--- src/rtl/sdmon_pkg.sv ---
package sdmon_pkg;

  typedef enum logic [2:0] {
    C_MRS = 3'd0, C_REF = 3'd1, C_PRE = 3'd2, C_ACT = 3'd3,
    C_WR  = 3'd4, C_RD  = 3'd5, C_BST = 3'd6, C_NOP = 3'd7
  } cmd_e;

  typedef enum logic [3:0] {
    BK_IDLE, BK_OPENING, BK_OPEN, BK_RD, BK_WR, BK_RD_AP, BK_WR_AP,
    BK_WREC, BK_WREC_AP, BK_CLOSING
  } bank_st_e;

  typedef enum logic [3:0] {
    E_NONE = 4'd0, E_DEV_BUSY = 4'd1, E_ALL_IDLE = 4'd2, E_ACT_BUSY = 4'd3,
    E_RRD = 4'd4, E_NO_ROW = 4'd5, E_RCD = 4'd6, E_RAS = 4'd7,
    E_AP_LOCK = 4'd8, E_WREC = 4'd9
  } err_e;

  function automatic logic is_timed(bank_st_e s);
    return !(s == BK_IDLE || s == BK_OPEN);
  endfunction

  function automatic bank_st_e follow(bank_st_e s);
    case (s)
      BK_OPENING: return BK_OPEN;
      BK_RD:      return BK_OPEN;
      BK_WR:      return BK_WREC;
      BK_WREC:    return BK_OPEN;
      BK_RD_AP:   return BK_CLOSING;
      BK_WR_AP:   return BK_WREC_AP;
      BK_WREC_AP: return BK_CLOSING;
      BK_CLOSING: return BK_IDLE;
      default:    return s;
    endcase
  endfunction

  function automatic logic ap_locked(bank_st_e s);
    return s == BK_RD_AP || s == BK_WR_AP || s == BK_WREC_AP;
  endfunction

  function automatic logic row_open(bank_st_e s);
    return s == BK_OPEN || s == BK_RD || s == BK_WR;
  endfunction

  // Verdict for one command against one bank's present state.
  function automatic err_e bank_err(cmd_e c, bank_st_e s, logic ras_done);
    err_e e;
    e = E_NONE;
    if (ap_locked(s) && (c == C_PRE || c == C_ACT || c == C_WR ||
                         c == C_RD  || c == C_BST)) begin
      e = E_AP_LOCK;
    end else begin
      case (c)
        C_ACT: if (s != BK_IDLE) e = E_ACT_BUSY;
        C_RD, C_WR: begin
          if (s == BK_IDLE || s == BK_CLOSING) e = E_NO_ROW;
          else if (s == BK_OPENING)            e = E_RCD;
        end
        C_PRE: begin
          if (s == BK_OPENING)                 e = E_RCD;
          else if (s == BK_WREC)               e = E_WREC;
          else if (row_open(s) && !ras_done)   e = E_RAS;
        end
        default: e = E_NONE;
      endcase
    end
    return e;
  endfunction

endpackage

--- src/rtl/sdmon_bank.sv ---
module sdmon_bank
  import sdmon_pkg::*;
#(
  parameter int T_RCD = 3,
  parameter int T_RAS = 6,
  parameter int T_RP  = 3,
  parameter int T_WR  = 2,
  parameter int BURST = 4
) (
  input  logic     clk,
  input  logic     rst_n,
  input  logic     apply,
  input  cmd_e     cmd,
  input  logic     a10,
  output bank_st_e eff_st,
  output logic     ras_done
);
  localparam int DMAX = (T_RCD > T_RP ? T_RCD : T_RP) > (T_WR > BURST ? T_WR : BURST)
                      ? (T_RCD > T_RP ? T_RCD : T_RP) : (T_WR > BURST ? T_WR : BURST);
  localparam int CW = $clog2(DMAX + 1);
  localparam int RW = $clog2(T_RAS + 1);

  bank_st_e        st, nst;
  logic [CW-1:0]   cnt, ncnt;
  logic [RW-1:0]   rcnt;
  logic            expiring;

  function automatic logic [CW-1:0] hold_of(bank_st_e s);
    case (s)
      BK_OPENING:                        return CW'(T_RCD - 1);
      BK_RD, BK_WR, BK_RD_AP, BK_WR_AP:  return CW'(BURST - 1);
      BK_WREC, BK_WREC_AP:               return CW'(T_WR - 1);
      BK_CLOSING:                        return CW'(T_RP - 1);
      default:                           return '0;
    endcase
  endfunction

  // A timed state whose count is spent is already its successor this cycle.
  assign expiring = is_timed(st) && (cnt == '0);
  assign eff_st   = expiring ? follow(st) : st;
  assign ras_done = (rcnt == '0);

  always_comb begin
    nst  = st;
    ncnt = cnt;
    if (expiring) begin
      nst  = follow(st);
      ncnt = hold_of(nst);
    end else if (cnt != '0) begin
      ncnt = cnt - 1'b1;
    end
    if (apply) begin
      case (cmd)
        C_ACT: begin nst = BK_OPENING; ncnt = hold_of(nst); end
        C_RD:  begin nst = a10 ? BK_RD_AP : BK_RD; ncnt = hold_of(nst); end
        C_WR:  begin nst = a10 ? BK_WR_AP : BK_WR; ncnt = hold_of(nst); end
        C_PRE: if (row_open(eff_st)) begin nst = BK_CLOSING; ncnt = hold_of(nst); end
        C_BST: begin
          if (eff_st == BK_RD) begin nst = BK_OPEN; ncnt = '0; end
          else if (eff_st == BK_WR) begin nst = BK_WREC; ncnt = hold_of(nst); end
        end
        default: ;
      endcase
    end
  end

  always_ff @(posedge clk) begin
    if (!rst_n) begin
      st   <= BK_IDLE;
      cnt  <= '0;
      rcnt <= '0;
    end else begin
      st  <= nst;
      cnt <= ncnt;
      if (apply && cmd == C_ACT)  rcnt <= RW'(T_RAS - 1);
      else if (rcnt != '0)        rcnt <= rcnt - 1'b1;
    end
  end


  act_on_idle_chk: assert property (@(posedge clk) disable iff (!rst_n)
    (apply && cmd == C_ACT) |-> (eff_st == BK_IDLE));


  ras_met_chk: assert property (@(posedge clk) disable iff (!rst_n)
    (apply && cmd == C_PRE && row_open(eff_st)) |-> ras_done);


  ap_lock_chk: assert property (@(posedge clk) disable iff (!rst_n)
    ap_locked(eff_st) |-> !apply);

endmodule

--- src/rtl/sdmon_device.sv ---
module sdmon_device
  import sdmon_pkg::*;
#(
  parameter int T_RC  = 8,
  parameter int T_MRD = 2,
  parameter int T_RRD = 2
) (
  input  logic clk,
  input  logic rst_n,
  input  cmd_e cmd,
  input  logic accept,
  output logic busy,
  output logic rrd_ok
);
  localparam int DW  = $clog2((T_RC > T_MRD ? T_RC : T_MRD) + 1);
  localparam int RRW = $clog2(T_RRD + 1);

  typedef enum logic [1:0] {D_IDLE, D_REF, D_MRS} dev_st_e;

  dev_st_e        dst;
  logic [DW-1:0]  dcnt;
  logic [RRW-1:0] rrd_cnt;

  assign busy   = (dst != D_IDLE) && (dcnt != '0);
  assign rrd_ok = (rrd_cnt == '0);

  always_ff @(posedge clk) begin
    if (!rst_n) begin
      dst     <= D_IDLE;
      dcnt    <= '0;
      rrd_cnt <= '0;
    end else begin
      if (accept && cmd == C_REF) begin
        dst  <= D_REF;
        dcnt <= DW'(T_RC - 1);
      end else if (accept && cmd == C_MRS) begin
        dst  <= D_MRS;
        dcnt <= DW'(T_MRD - 1);
      end else if (dst != D_IDLE && dcnt == '0) begin
        dst <= D_IDLE;
      end else if (dcnt != '0) begin
        dcnt <= dcnt - 1'b1;
      end
      if (accept && cmd == C_ACT)  rrd_cnt <= RRW'(T_RRD - 1);
      else if (rrd_cnt != '0)      rrd_cnt <= rrd_cnt - 1'b1;
    end
  end


  busy_blocks_chk: assert property (@(posedge clk) disable iff (!rst_n)
    busy |-> !accept);


  rrd_met_chk: assert property (@(posedge clk) disable iff (!rst_n)
    (accept && cmd == C_ACT) |-> rrd_ok);

endmodule

--- src/rtl/sdram_cmd_monitor.sv ---
module sdram_cmd_monitor
  import sdmon_pkg::*;
#(
  parameter int NUM_BANKS = 4,
  parameter int T_RCD     = 3,
  parameter int T_RRD     = 2,
  parameter int T_RAS     = 6,
  parameter int T_RP      = 3,
  parameter int T_RC      = 8,
  parameter int T_MRD     = 2,
  parameter int T_WR      = 2,
  parameter int BURST     = 4,
  localparam int BA_W     = (NUM_BANKS > 1) ? $clog2(NUM_BANKS) : 1
) (
  input  logic            clk,
  input  logic            rst_n,
  input  logic            cs_n,
  input  logic            ras_n,
  input  logic            cas_n,
  input  logic            we_n,
  input  logic [BA_W-1:0] ba,
  input  logic            a10,
  output logic            illegal,
  output logic [3:0]      err_code,
  output logic [BA_W-1:0] err_bank
);
  cmd_e                 cmd;
  bank_st_e             eff_st [NUM_BANKS];
  logic [NUM_BANKS-1:0] ras_done;
  logic [NUM_BANKS-1:0] apply;
  err_e                 verdict;
  logic [BA_W-1:0]      vbank;
  logic                 accept;
  logic                 dev_busy;
  logic                 rrd_ok;
  logic                 pre_all;

  assign cmd     = cs_n ? C_NOP : cmd_e'({ras_n, cas_n, we_n});
  assign pre_all = (cmd == C_PRE) && a10;

  always_comb begin
    verdict = E_NONE;
    vbank   = ba;
    if (cmd != C_NOP) begin
      if (dev_busy) begin
        verdict = E_DEV_BUSY;
      end else if (cmd == C_MRS || cmd == C_REF) begin
        for (int i = 0; i < NUM_BANKS; i++) begin
          if (verdict == E_NONE && eff_st[i] != BK_IDLE) begin
            verdict = E_ALL_IDLE;
            vbank   = BA_W'(i);
          end
        end
      end else if (pre_all) begin
        for (int i = 0; i < NUM_BANKS; i++) begin
          if (verdict == E_NONE && bank_err(C_PRE, eff_st[i], ras_done[i]) != E_NONE) begin
            verdict = bank_err(C_PRE, eff_st[i], ras_done[i]);
            vbank   = BA_W'(i);
          end
        end
      end else begin
        verdict = bank_err(cmd, eff_st[ba], ras_done[ba]);
        if (verdict == E_NONE && cmd == C_ACT && !rrd_ok) verdict = E_RRD;
      end
    end
  end

  assign accept = (cmd != C_NOP) && (verdict == E_NONE);

  generate
    for (genvar g = 0; g < NUM_BANKS; g++) begin : g_bank
      assign apply[g] = accept && (pre_all ||
                        ((ba == BA_W'(g)) && cmd != C_MRS && cmd != C_REF));
      sdmon_bank #(
        .T_RCD(T_RCD), .T_RAS(T_RAS), .T_RP(T_RP), .T_WR(T_WR), .BURST(BURST)
      ) u_bank (
        .clk      (clk),
        .rst_n    (rst_n),
        .apply    (apply[g]),
        .cmd      (cmd),
        .a10      (a10),
        .eff_st   (eff_st[g]),
        .ras_done (ras_done[g])
      );
    end
  endgenerate

  sdmon_device #(.T_RC(T_RC), .T_MRD(T_MRD), .T_RRD(T_RRD)) u_dev (
    .clk    (clk),
    .rst_n  (rst_n),
    .cmd    (cmd),
    .accept (accept),
    .busy   (dev_busy),
    .rrd_ok (rrd_ok)
  );

  always_ff @(posedge clk) begin
    if (!rst_n) begin
      illegal  <= 1'b0;
      err_code <= 4'd0;
      err_bank <= '0;
    end else begin
      illegal  <= (verdict != E_NONE);
      err_code <= verdict;
      err_bank <= (verdict != E_NONE) ? vbank : '0;
    end
  end


  code_flag_chk: assert property (@(posedge clk) disable iff (!rst_n)
    !illegal |-> (err_code == 4'd0 && err_bank == '0));


  code_range_chk: assert property (@(posedge clk) disable iff (!rst_n)
    illegal |-> (err_code >= 4'd1 && err_code <= 4'd9));


  one_target_chk: assert property (@(posedge clk) disable iff (!rst_n)
    (accept && !pre_all) |-> $onehot0(apply));

endmodule

--- config.mk ---
export PLATFORM = sky130hd
export DESIGN_NAME = sdram_cmd_monitor
export DESIGN_NICKNAME = d
export VERILOG_FILES = /design/src/rtl/sdmon_pkg.sv /design/src/rtl/sdmon_bank.sv /design/src/rtl/sdmon_device.sv /design/src/rtl/sdram_cmd_monitor.sv
export SDC_FILE = /design/constraint.sdc
export NUM_CORES = 1
export LEC_CHECK = 0
export BUFFER_PORTS_ARGS = -buffer_cell sky130_fd_sc_hd__buf_2
export CORE_MARGIN = 2
export CORE_UTILIZATION = 25
export DETAILED_ROUTE_END_ITERATION = 8
export PLACE_DENSITY_LB_ADDON = 0.25
export SKIP_CTS_REPAIR_TIMING = 1
export SLEW_MARGIN = 20
export SYNTH_ARGS = -nofsm -noshare
export SYNTH_HDL_FRONTEND = slang
export SYNTH_SLANG_ARGS = --single-unit
--- constraint.sdc ---
create_clock -name clk -period 4.6 [get_ports clk]
set_input_delay 1.38 -clock clk [delete_from_list [all_inputs] [get_ports clk]]
set_output_delay 1.38 -clock clk [all_outputs]
set_load 0.01 [all_outputs]
== Yosys cells after proc, flatten, opt, wreduce, memory -nomap -nowiden ==
Memories as Yosys holds them, arrays and structs flattened.
Index checks and enable logic that the tools add are counted.
Cells by class
  bitwise logic cells: 3
  eq/ne operators: 89
  reduce and logical (&&, ||, !) cells: 159
  $lt $le $gt $ge: 2
  add/sub/neg operators: 10
  muxes and demuxes: 179
Operators by type and width (number)
  $mux 4: 98
  $pmux 4 s5: 8
  $eq 4x3->1 const B: 36
  $mux 3: 45
  $eq 4x2->1 const B: 18
  $pmux 3 s5: 4
  $eq 4x4->1 const B: 14
  $logic_not 4->1: 14
  $reduce_bool 4->1: 11
  $logic_and 1x1->1: 41
  $eq 4x1->1 const B: 9
  $logic_or 1x1->1: 34
  $mux 2: 17
  $reduce_bool 3->1: 11
  $logic_not 3->1: 9
  $sub 3x1->3 const B: 8
  $reduce_or 2->1: 11
  $reduce_bool 2->1: 8
  $reduce_or 3->1: 5
  $pmux 4 s3: 1
  $logic_not 1->1: 10
  $eq 3x3->1 const B: 3
  $bmux 4 s2: 1
  $eq 3x2->1 const B: 2
  other kinds (15): 24
Storage, ports and cells
  input bits: 9
  logic and storage cells: 479
  memories kept: 12
  bits in read-only memories: 384
  register bits: 55
  output and inout bits: 7
Memory list
  (name not given): depth 16, bits a word 2, rd ports 1, clocked after memory_dff 0, wr ports 0, line sdmon_bank.sv:29  | case (s)
  (name not given): depth 16, bits a word 2, rd ports 1, clocked after memory_dff 0, wr ports 0, line sdmon_bank.sv:29
  (name not given): depth 16, bits a word 2, rd ports 1, clocked after memory_dff 0, wr ports 0, line sdmon_bank.sv:29
  (name not given): depth 16, bits a word 2, rd ports 1, clocked after memory_dff 0, wr ports 0, line sdmon_bank.sv:29
  (name not given): depth 16, bits a word 2, rd ports 1, clocked after memory_dff 0, wr ports 0, line sdmon_bank.sv:29
  (name not given): depth 16, bits a word 2, rd ports 1, clocked after memory_dff 0, wr ports 0, line sdmon_bank.sv:29
  6 more memories

== Longest topological paths before layout ==
Gate-level depths: netlist of the first run.
  depth after elaboration: 49
  mapped depth: 15
  depth with buffers taken out: 13

== By module ==
Synthesis of the first run repeated with hierarchy kept, for this count alone.
Unflattened totals
  cells, all modules: 770
  area, all modules: 5924.4 sq um
Modules (own cells, without submodules)
  sdmon_bank (g_bank[0].u_bank ...): times used 3, area each 974.7 sq um, cells each 125, sequential area each 200.2 sq um
  sdram_cmd_monitor: times used 1, area each 1569.0 sq um, cells each 220, sequential area each 140.1 sq um
  sdmon_bank (g_bank[2].u_bank): times used 1, area each 1022.2 sq um, cells each 130, sequential area each 200.2 sq um
  sdmon_device: times used 1, area each 409.1 sq um, cells each 45, sequential area each 160.2 sq um

== Worst setup path before layout of the first run ==
OpenSTA, ideal clock, no wires.
  path type: input-to-reg
  from: input port ba[1]
  to: register g_bank[2].u_bank.st[0]
  buffers on the path: 4
  cell stages on the path: 12
  data required time: 4478 ps
  setup slack: 121 ps
  data arrival time: 4357 ps
  setup time: 122 ps
  cell sequence: clkbuf_1 > buf_1 > clkbuf_1 > a211oi_1 > o21a_1 > or2_2 > o211a_1 > o2111ai_2 > o2111ai_4 > or3_1 > buf_2 > o311a_1
On the way
  cells in the longest elaborated chain, start to end: 29
  elaborated cells on any way between the ends: 53
  those cells by class: 10 x eq/ne; 23 x mux; 1 x bitwise; 19 x reduce/logical
Ends and longest elaborated chain
  start: declaration: line sdram_cmd_monitor.sv:21  | input logic [BA_W-1:0] ba,
  $not 2->3 (implied by the code): line sdram_cmd_monitor.sv:62  | verdict = bank_err(cmd, eff_st[ba], ras_done[ba]);
  $bmux 4 s2: line sdram_cmd_monitor.sv:62
  $mux 4 (implied by the code) (2 in a row): line sdram_cmd_monitor.sv:62
  $eq 4x2->1: line sdmon_pkg.sv:42  | return s == BK_OPEN || s == BK_RD || s == BK_WR;
  $logic_or 1x1->1 (2 in a row): line sdmon_pkg.sv:42
  $logic_and 1x1->1: line sdmon_pkg.sv:62  | else if (row_open(s) && !ras_done) e = E_RAS;
  $mux 3: line sdmon_pkg.sv:62
  $mux 4: line sdmon_pkg.sv:61  | else if (s == BK_WREC) e = E_WREC;
  (+11 left out)
  $mux 4: line sdram_cmd_monitor.sv:54  | end else if (pre_all) begin
  $mux 4: line sdram_cmd_monitor.sv:47  | end else if (cmd == C_MRS || cmd == C_REF) begin
  $mux 4: line sdram_cmd_monitor.sv:45  | if (dev_busy) begin
  $mux 4: line sdram_cmd_monitor.sv:44  | if (cmd != C_NOP) begin
  $logic_not 4->1: line sdram_cmd_monitor.sv:68  | assign accept = (cmd != C_NOP) && (verdict == E_NONE);
  $logic_and 1x1->1: line sdram_cmd_monitor.sv:68
  $logic_and 1x1->1 (*): line sdram_cmd_monitor.sv:72  | assign apply[g] = accept && (pre_all ||
  $mux 4 (*): line sdmon_bank.sv:52  | if (apply) begin
  end signal: assignment: line sdmon_bank.sv:73  | st <= nst;
  end: declaration: line sdmon_bank.sv:23  | bank_st_e st, nst;
Every way passes the cells marked *; elsewhere a longest branch is shown, timed or not. The select of a mux whose other input is x is not followed.
A chain may end at the register's enable or synchronous reset.

== Final worst setup path of the first run ==
  from: input port ba[1]
  to: register g_bank[3].u_bank.cnt[0]
On the way
  cells in the longest elaborated chain, start to end: 29
  elaborated cells on any way between the ends: 53
  those cells by class: 10 x eq/ne; 23 x mux; 1 x bitwise; 19 x reduce/logical
Ends and longest elaborated chain
  $not 2->3 (implied by the code): line sdram_cmd_monitor.sv:62
  $bmux 4 s2: line sdram_cmd_monitor.sv:62
  $mux 4 (implied by the code) (2 in a row): line sdram_cmd_monitor.sv:62
  $eq 4x2->1: line sdmon_pkg.sv:42
  $logic_or 1x1->1 (2 in a row): line sdmon_pkg.sv:42
  $logic_and 1x1->1: line sdmon_pkg.sv:62
  $mux 3: line sdmon_pkg.sv:62
  $mux 4: line sdmon_pkg.sv:61
  (+11 left out)
  $mux 4: line sdram_cmd_monitor.sv:54
  $mux 4: line sdram_cmd_monitor.sv:47
  $mux 4: line sdram_cmd_monitor.sv:45
  $mux 4: line sdram_cmd_monitor.sv:44
  $logic_not 4->1: line sdram_cmd_monitor.sv:68
  $logic_and 1x1->1: line sdram_cmd_monitor.sv:68
  $logic_and 1x1->1 (*): line sdram_cmd_monitor.sv:72
  $mux 3 (*): line sdmon_bank.sv:52
  end signal: assignment: line sdmon_bank.sv:74  | cnt <= ncnt;
  end: declaration: line sdmon_bank.sv:24  | logic [CW-1:0] cnt, ncnt;
Marked as above.

==> results of run 1 <==
## registers in the layout, summed over array words and instances (netlist names)
signal              cells
u_dev.dst               2
err_code                4
g_bank.u_bank.cnt      12
illegal                 1
u_dev.rrd_cnt           2
err_bank                2
g_bank.u_bank.rcnt     12
u_dev.dcnt              4
g_bank.u_bank.st       16
## per-stage QoR
stage               hold slack (ns)  setup WS [ns]
floorplan                    0.4457         0.1215
global placement             0.4641        0.01338
detailed placement           0.4601       -0.03975
CTS                          0.4702         0.2731
global route                 0.5114        0.06081
finish                       0.4673         0.2768
## final timing paths
check,cells past startpoint,startpoint,to
worst min-delay path,2,u_dev.dst[1]$_SDFFE_PP0P_,u_dev.dst[1]$_SDFFE_PP0P_
worst max register to register,14,g_bank[2].u_bank.cnt[0]$_SDFF_PN0_,g_bank[2].u_bank.cnt[0]$_SDFF_PN0_
worst min register to register,2,u_dev.dst[1]$_SDFFE_PP0P_,u_dev.dst[1]$_SDFFE_PP0P_
worst max-delay path,15,ba[1],g_bank[3].u_bank.cnt[0]$_SDFF_PN0_
## cell families after synthesis
group / after synthesis
and+or+nand+nor: 341
adders and majority gates: 19
DFF: 55
xor gates and xnor gates: 10
muxes: 23
buffers and inverters: 102
AOI/OAI and AO/OA: 287
## area by class of cell
cell class              instances  area, um2  area share [%]
inverters                      33      123.9           1.759
repair buffers                103      773.2           10.98
well taps                     319      399.1           5.669
clock buffers                   8      156.4           2.221
multi-input cells             680       4487           63.73
flip-flops and latches         55       1101           15.64
## power by group through the flow
stage / Combinational, mW / Clock (mW) / Sequential [mW]
2_1_floorplan: 1.44 / 0 / 0.685
3_3_place_gp: 1.96 / 0 / 0.733
3_5_place_dp: 1.94 / 0 / 0.730
4_1_cts: 1.96 / 0.441 / 0.719
5_1_grt: 2.20 / 0.458 / 0.740
6_report: 1.98 / 0.433 / 0.720
## worst max-delay path, delay by kind of cell
kind                   cells  cell delay, ns
AND/OR/NAND/NOR            3            0.60
AO/OA/AOI/OAI              6            1.44
buffers and inverters      6            1.03
## per-layer routing
metal	routed length [um]	vias up	global-route usage [%]
li1	-	3259	-
met1	10940	3305	26.41
met2	10900	256	31.01
met3	1519	54	3.484
met4	880	0	7.508
met5	0	-	0
## cell usage in the layout, fill, tap and decap left out, types with 23 or more instances in the layout
cell type / instances
buf_4: 85
nor2_1: 72
nand2_1: 64
a21oi_1: 58
dfxtp_1: 55
o21ai_0: 45
nor3_1: 35
inv_1: 31
nor2b_1: 27
nand3_1: 23
==> flow_summary.json, run 1 <==
{
  "syn_inst": 837,
  "ys_types": 87,
  "critPathCaptureType": "flip-flop",
  "path_cells": "buf_2, inv_1, buf_4, and4_1, o31ai_1, o311a_1, inv_1, o31ai_1, nor3_1, o21ai_1, buf_4, and4bb_2, buf_12, a41oi_1, a211oi_1",
  "postRouteAntennaNets": 0,
  "wl_per_cell_um": 20.23,
  "power.switching_mw": 1.488,
  "ys_ff_latch": 55,
  "yosys.area_share.simple_pct": 31.30,
  "max_clock_freq_mhz": 231.3,
  "clk_pin_slew_ns": 0.07,
  "core_area_um2": 23470,
  "drt_iter0_markers": 758,
  "grt_pass1_vias": 6499,
  "insertedDiodeCount": 0,
  "setup_viol": 0,
  "status": "complete, no violations",
  "nNetsFinal": 905,
  "synth-xor-area-share_pct": 1.469,
  "cts_sinks": 55,
  "peakVddDrop_mv": 0.1927,
  "power_mw": 3.132,
  "synth_top_family_by_area": "compound AO/OA/AOI/OAI gates",
  "nFillCells": 2546,
  "arrival_ns": 4.48,
  "clkPwrFrac_pct": 13.8,
  "design_area_um2": 7041,
  "power.density_nw_per_um2": 444.9,
  "yosysSeqAreaShare_pct": 18.47,
  "worstPathRequired_ns": 4.76,
  "reg2reg_slack_ns": 0.35,
  "cp_max_fo": 13,
  "synth_ff_type": "dfxtp_1",
  "synth_most_common_cell": "nor2_1",
  "synth_common_cells": "nor2_1, nand2_1, clkbuf_1",
  "dieArea_um2": 25090,
  "routed_wl_mm": 24.24,
  "io_buffers": 15,
  "rows": 56,
  "synthTopCellsByArea": "dfxtp_1, a21oi_1, nor2_1, nand2_1, clkbuf_1",
  "synthDominantCellAreaShare_pct": 18.47,
  "critical_path.max_stage_delay_ns": 0.34,
  "dpl_cell_area_um2": 6867,
  "die_w_um": 158.4,
  "slew_violations": 0,
  "comb_power_share_pct": 63.2,
  "fin_skew_ns": 0.007687,
  "setup_tns_ns": 0,
  "worst_slew_pin_slew_ns": 0.7850,
  "seqPwrFrac_pct": 23.0,
  "syn_area_um2": 5961,
  "rsz0062_at_grt": "no",
  "io_pins": 16,
  "vias": 6874,
  "drive_gt1_share_pct": 17.52,
  "grt_max_degree": 30,
  "synth.area.mux_share_pct": 4.492,
  "max-slew-margin-rel_pct": 47.61,
  "root_buffer": "clkbuf_16",
  "cts_tree": "yes",
  "grt_use_total_pct": 19.57,
  "yosysWarnings": 0,
  "synth_edf_count": 0,
  "die_h_um": 158.4,
  "initial_utilization_pct": 25.39,
  "worst_skew_pair.late_latency_ns": 0.31,
  "cap_violations": 0,
  "instances_no_fill": 1198,
  "antenna_found_initial": 0,
  "critPathSlowestCell": "o31ai_1",
  "synth_fa_ha_area_share_pct": 3.946,
  "hold_path.class": "reg -> reg",
  "htree_levels": 2,
  "critPathKind": "in -> reg",
  "fin_crit_ns": 4.323,
  "hold_viol_final": 0,
  "vias_per_cell": 5.738,
  "clockBufferDepth": 2,
  "syn_to_final_growth_pct": 18.11,
  "finalCritPeriodShare_pct": 93.98,
  "yosys.area.top_type": "dfxtp_1",
  "finish.utilization_pct": 29.99,
  "cp-start-kind": "input port",
  "synth_nets": 864,
  "grt_pass1_wl_mm": 37.54,
  "p_int_mw": 1.645,
  "place_congestion": 0.9877,
  "dp_cells": 1190,
  "dp_hpwl_mm": 18.48,
  "async_flop_share_pct": 0,
  "p_leak_nw": 2.658,
  "p_sw_share_pct": 47.49,
  "numCtsBuffers": 5,
  "drc": 0,
  "synth-compound-area-share_pct": 33.67,
  "overflow": 0,
  "drt_first_pass_iters": 5,
  "syn_area_per_cell_um2": 7.122
}
No activity file was read; power rests on OpenSTA's default activity.
==> inputs of run 2 (changes only) <==
--- a/config.mk
+++ b/config.mk
@@ -9,6 +9,7 @@
 export CORE_MARGIN = 2
 export CORE_UTILIZATION = 25
 export DETAILED_ROUTE_END_ITERATION = 8
+export MAX_ROUTING_LAYER = met4
 export PLACE_DENSITY_LB_ADDON = 0.25
 export SKIP_CTS_REPAIR_TIMING = 1
 export SLEW_MARGIN = 20
==> flow_summary.json, run 2 (synthesis gave the netlist of run 1 again) <==
{
  "dpl_cell_area_um2": 6892,
  "largestRegisters": "g_bank.u_bank.st x16, g_bank.u_bank.cnt x12, g_bank.u_bank.rcnt x12",
  "finalCritPeriodShare_pct": 94.85,
  "antenna_found_initial": 0,
  "overflow": 0,
  "max-slew-margin-rel_pct": 55.33,
  "path_buf_inv": 3,
  "clk_pin_slew_ns": 0.07,
  "rsz0062_at_grt": "no",
  "dpl_worst_slack_ns": -0.1141,
  "nNetsFinal": 910,
  "drc": 0,
  "p_sw_share_pct": 47.52,
  "grt_use_total_pct": 19.87,
  "routed_wl_mm": 24.19,
  "core_area_um2": 23470,
  "dieArea_um2": 25090,
  "worst_slew_pin_slew_ns": 0.6691,
  "fin_skew_ns": 0.009007,
  "rows": 56,
  "drt_iter0_markers": 662,
  "cts_sinks": 55,
  "cts_tree": "yes",
  "place_congestion": 0.9811,
  "status": "complete, no violations",
  "cp-start-kind": "input port",
  "arrival_ns": 4.62,
  "power.density_nw_per_um2": 440.9,
  "drt_first_pass_iters": 6,
  "critPathCaptureType": "flip-flop",
  "power.switching_mw": 1.479,
  "hold_path.class": "reg -> reg",
  "cp_max_fo": 5,
  "grt_pass1_wl_mm": 36.56,
  "clkPwrFrac_pct": 13.6,
  "root_buffer": "clkbuf_16",
  "initial_utilization_pct": 25.39,
  "die_h_um": 158.4,
  "numCtsBuffers": 5,
  "largest_register_ffs": 16,
  "grt_max_degree": 22,
  "clockBufferDepth": 2,
  "regMostFlops": "g_bank.u_bank.st",
  "worstPathRequired_ns": 4.85,
  "seqPwrFrac_pct": 23.3,
  "max_clock_freq_mhz": 229.2,
  "cap_violations": 0,
  "comb_power_share_pct": 63.2,
  "p_leak_nw": 2.677,
  "multi_input_area_um2": 4481,
  "setup_viol": 0,
  "design_area_um2": 7059,
  "drive_gt1_share_pct": 17.76,
  "slew_violations": 0,
  "crit_family": "compound AO/OA/AOI/OAI gates",
  "fin_crit_ns": 4.363,
  "path_cells": "buf_2, nor2_1, nand3b_1, a2111oi_0, a22oi_1, o31ai_1, nor3_1, o21ai_1, buf_4, and4bb_2, buf_4, a41oi_1, o21a_1",
  "vias": 6834,
  "regArea_um2": 1101,
  "critical_path.max_stage_delay_ns": 0.65,
  "critPathKind": "in -> reg",
  "p_int_mw": 1.633,
  "layout_commonest_cell": "buf_4",
  "nFillCells": 2580,
  "whs_ns": 0.4732,
  "worst_slack_ns": 0.2368,
  "insertedDiodeCount": 0,
  "io_pins": 16,
  "cp_common_cell": "buf_4",
  "io_buffers": 15,
  "power_mw": 3.113,
  "wl_per_cell_um": 20.11,
  "setup_tns_ns": 0,
  "htree_levels": 2,
  "hold_viol_final": 0,
  "dp_hpwl_mm": 18.90,
  "grt_pass1_vias": 6115,
  "vias_per_cell": 5.681,
  "final_cell_mix": "buf_4, nor2_1, nand2_1",
  "worst_skew_pair.late_latency_ns": 0.31,
  "die_w_um": 158.4,
  "critPathSlowestCell": "a2111oi_0",
  "syn_to_final_growth_pct": 18.43,
  "peakVddDrop_mv": 0.1332,
  "postRouteAntennaNets": 0
}
run 2: final timing paths:
path | start | to | slack, ns | cells past startpoint
worst max-delay path | cs_n | g_bank[0].u_bank.cnt[1]$_SDFF_PN0_ | 0.24 | 13
worst min-delay path | u_dev.dst[1]$_SDFFE_PP0P_ | u_dev.dst[1]$_SDFFE_PP0P_ | 0.47 | 2
worst max register to register | g_bank[2].u_bank.cnt[0]$_SDFF_PN0_ | g_bank[1].u_bank.cnt[2]$_SDFF_PN0_ | 0.42 | 16
worst min register to register | u_dev.dst[1]$_SDFFE_PP0P_ | u_dev.dst[1]$_SDFFE_PP0P_ | 0.47 | 2
run 2: through the flow:
step	utilization [%]	instances
final	30.07	1203
after global routing	30.07	1203
after CTS	30.03	1203
after detailed placement	29.36	1195
after global placement	29.36	1195
after floorplan	-	837
run 2: final cells by class:
cell class	count	share of cell area, %
multi-input combinational	680	63.47
sequential	55	15.60
timing repair buffer	108	11.31
tap	319	5.654
clock buffer	8	2.216
inverter	33	1.755
run 2: tightest hold or removal path: stages, from the launching register on:
cell,delay [ns]
dfxtp_1,0.32
nand2_1,0.05
a21oi_1,0.05
run 2: metal layers:
metal	up-vias	GRT usage, %	wire (um)
met5	-	-	0
met4	0	7.593	970
met3	53	2.831	1572
met2	264	30.46	10780
met1	3253	26.51	10870
li1	3264	-	-
run 2: power by group through the flow:
stage,combinational (mW),clock [mW],sequential [mW]
2_1_floorplan,1.44,0,0.685
6_report,1.97,0.423,0.724
3_5_place_dp,1.93,0,0.734
3_3_place_gp,1.95,0,0.734
5_1_grt,2.17,0.455,0.746
4_1_cts,1.94,0.441,0.724
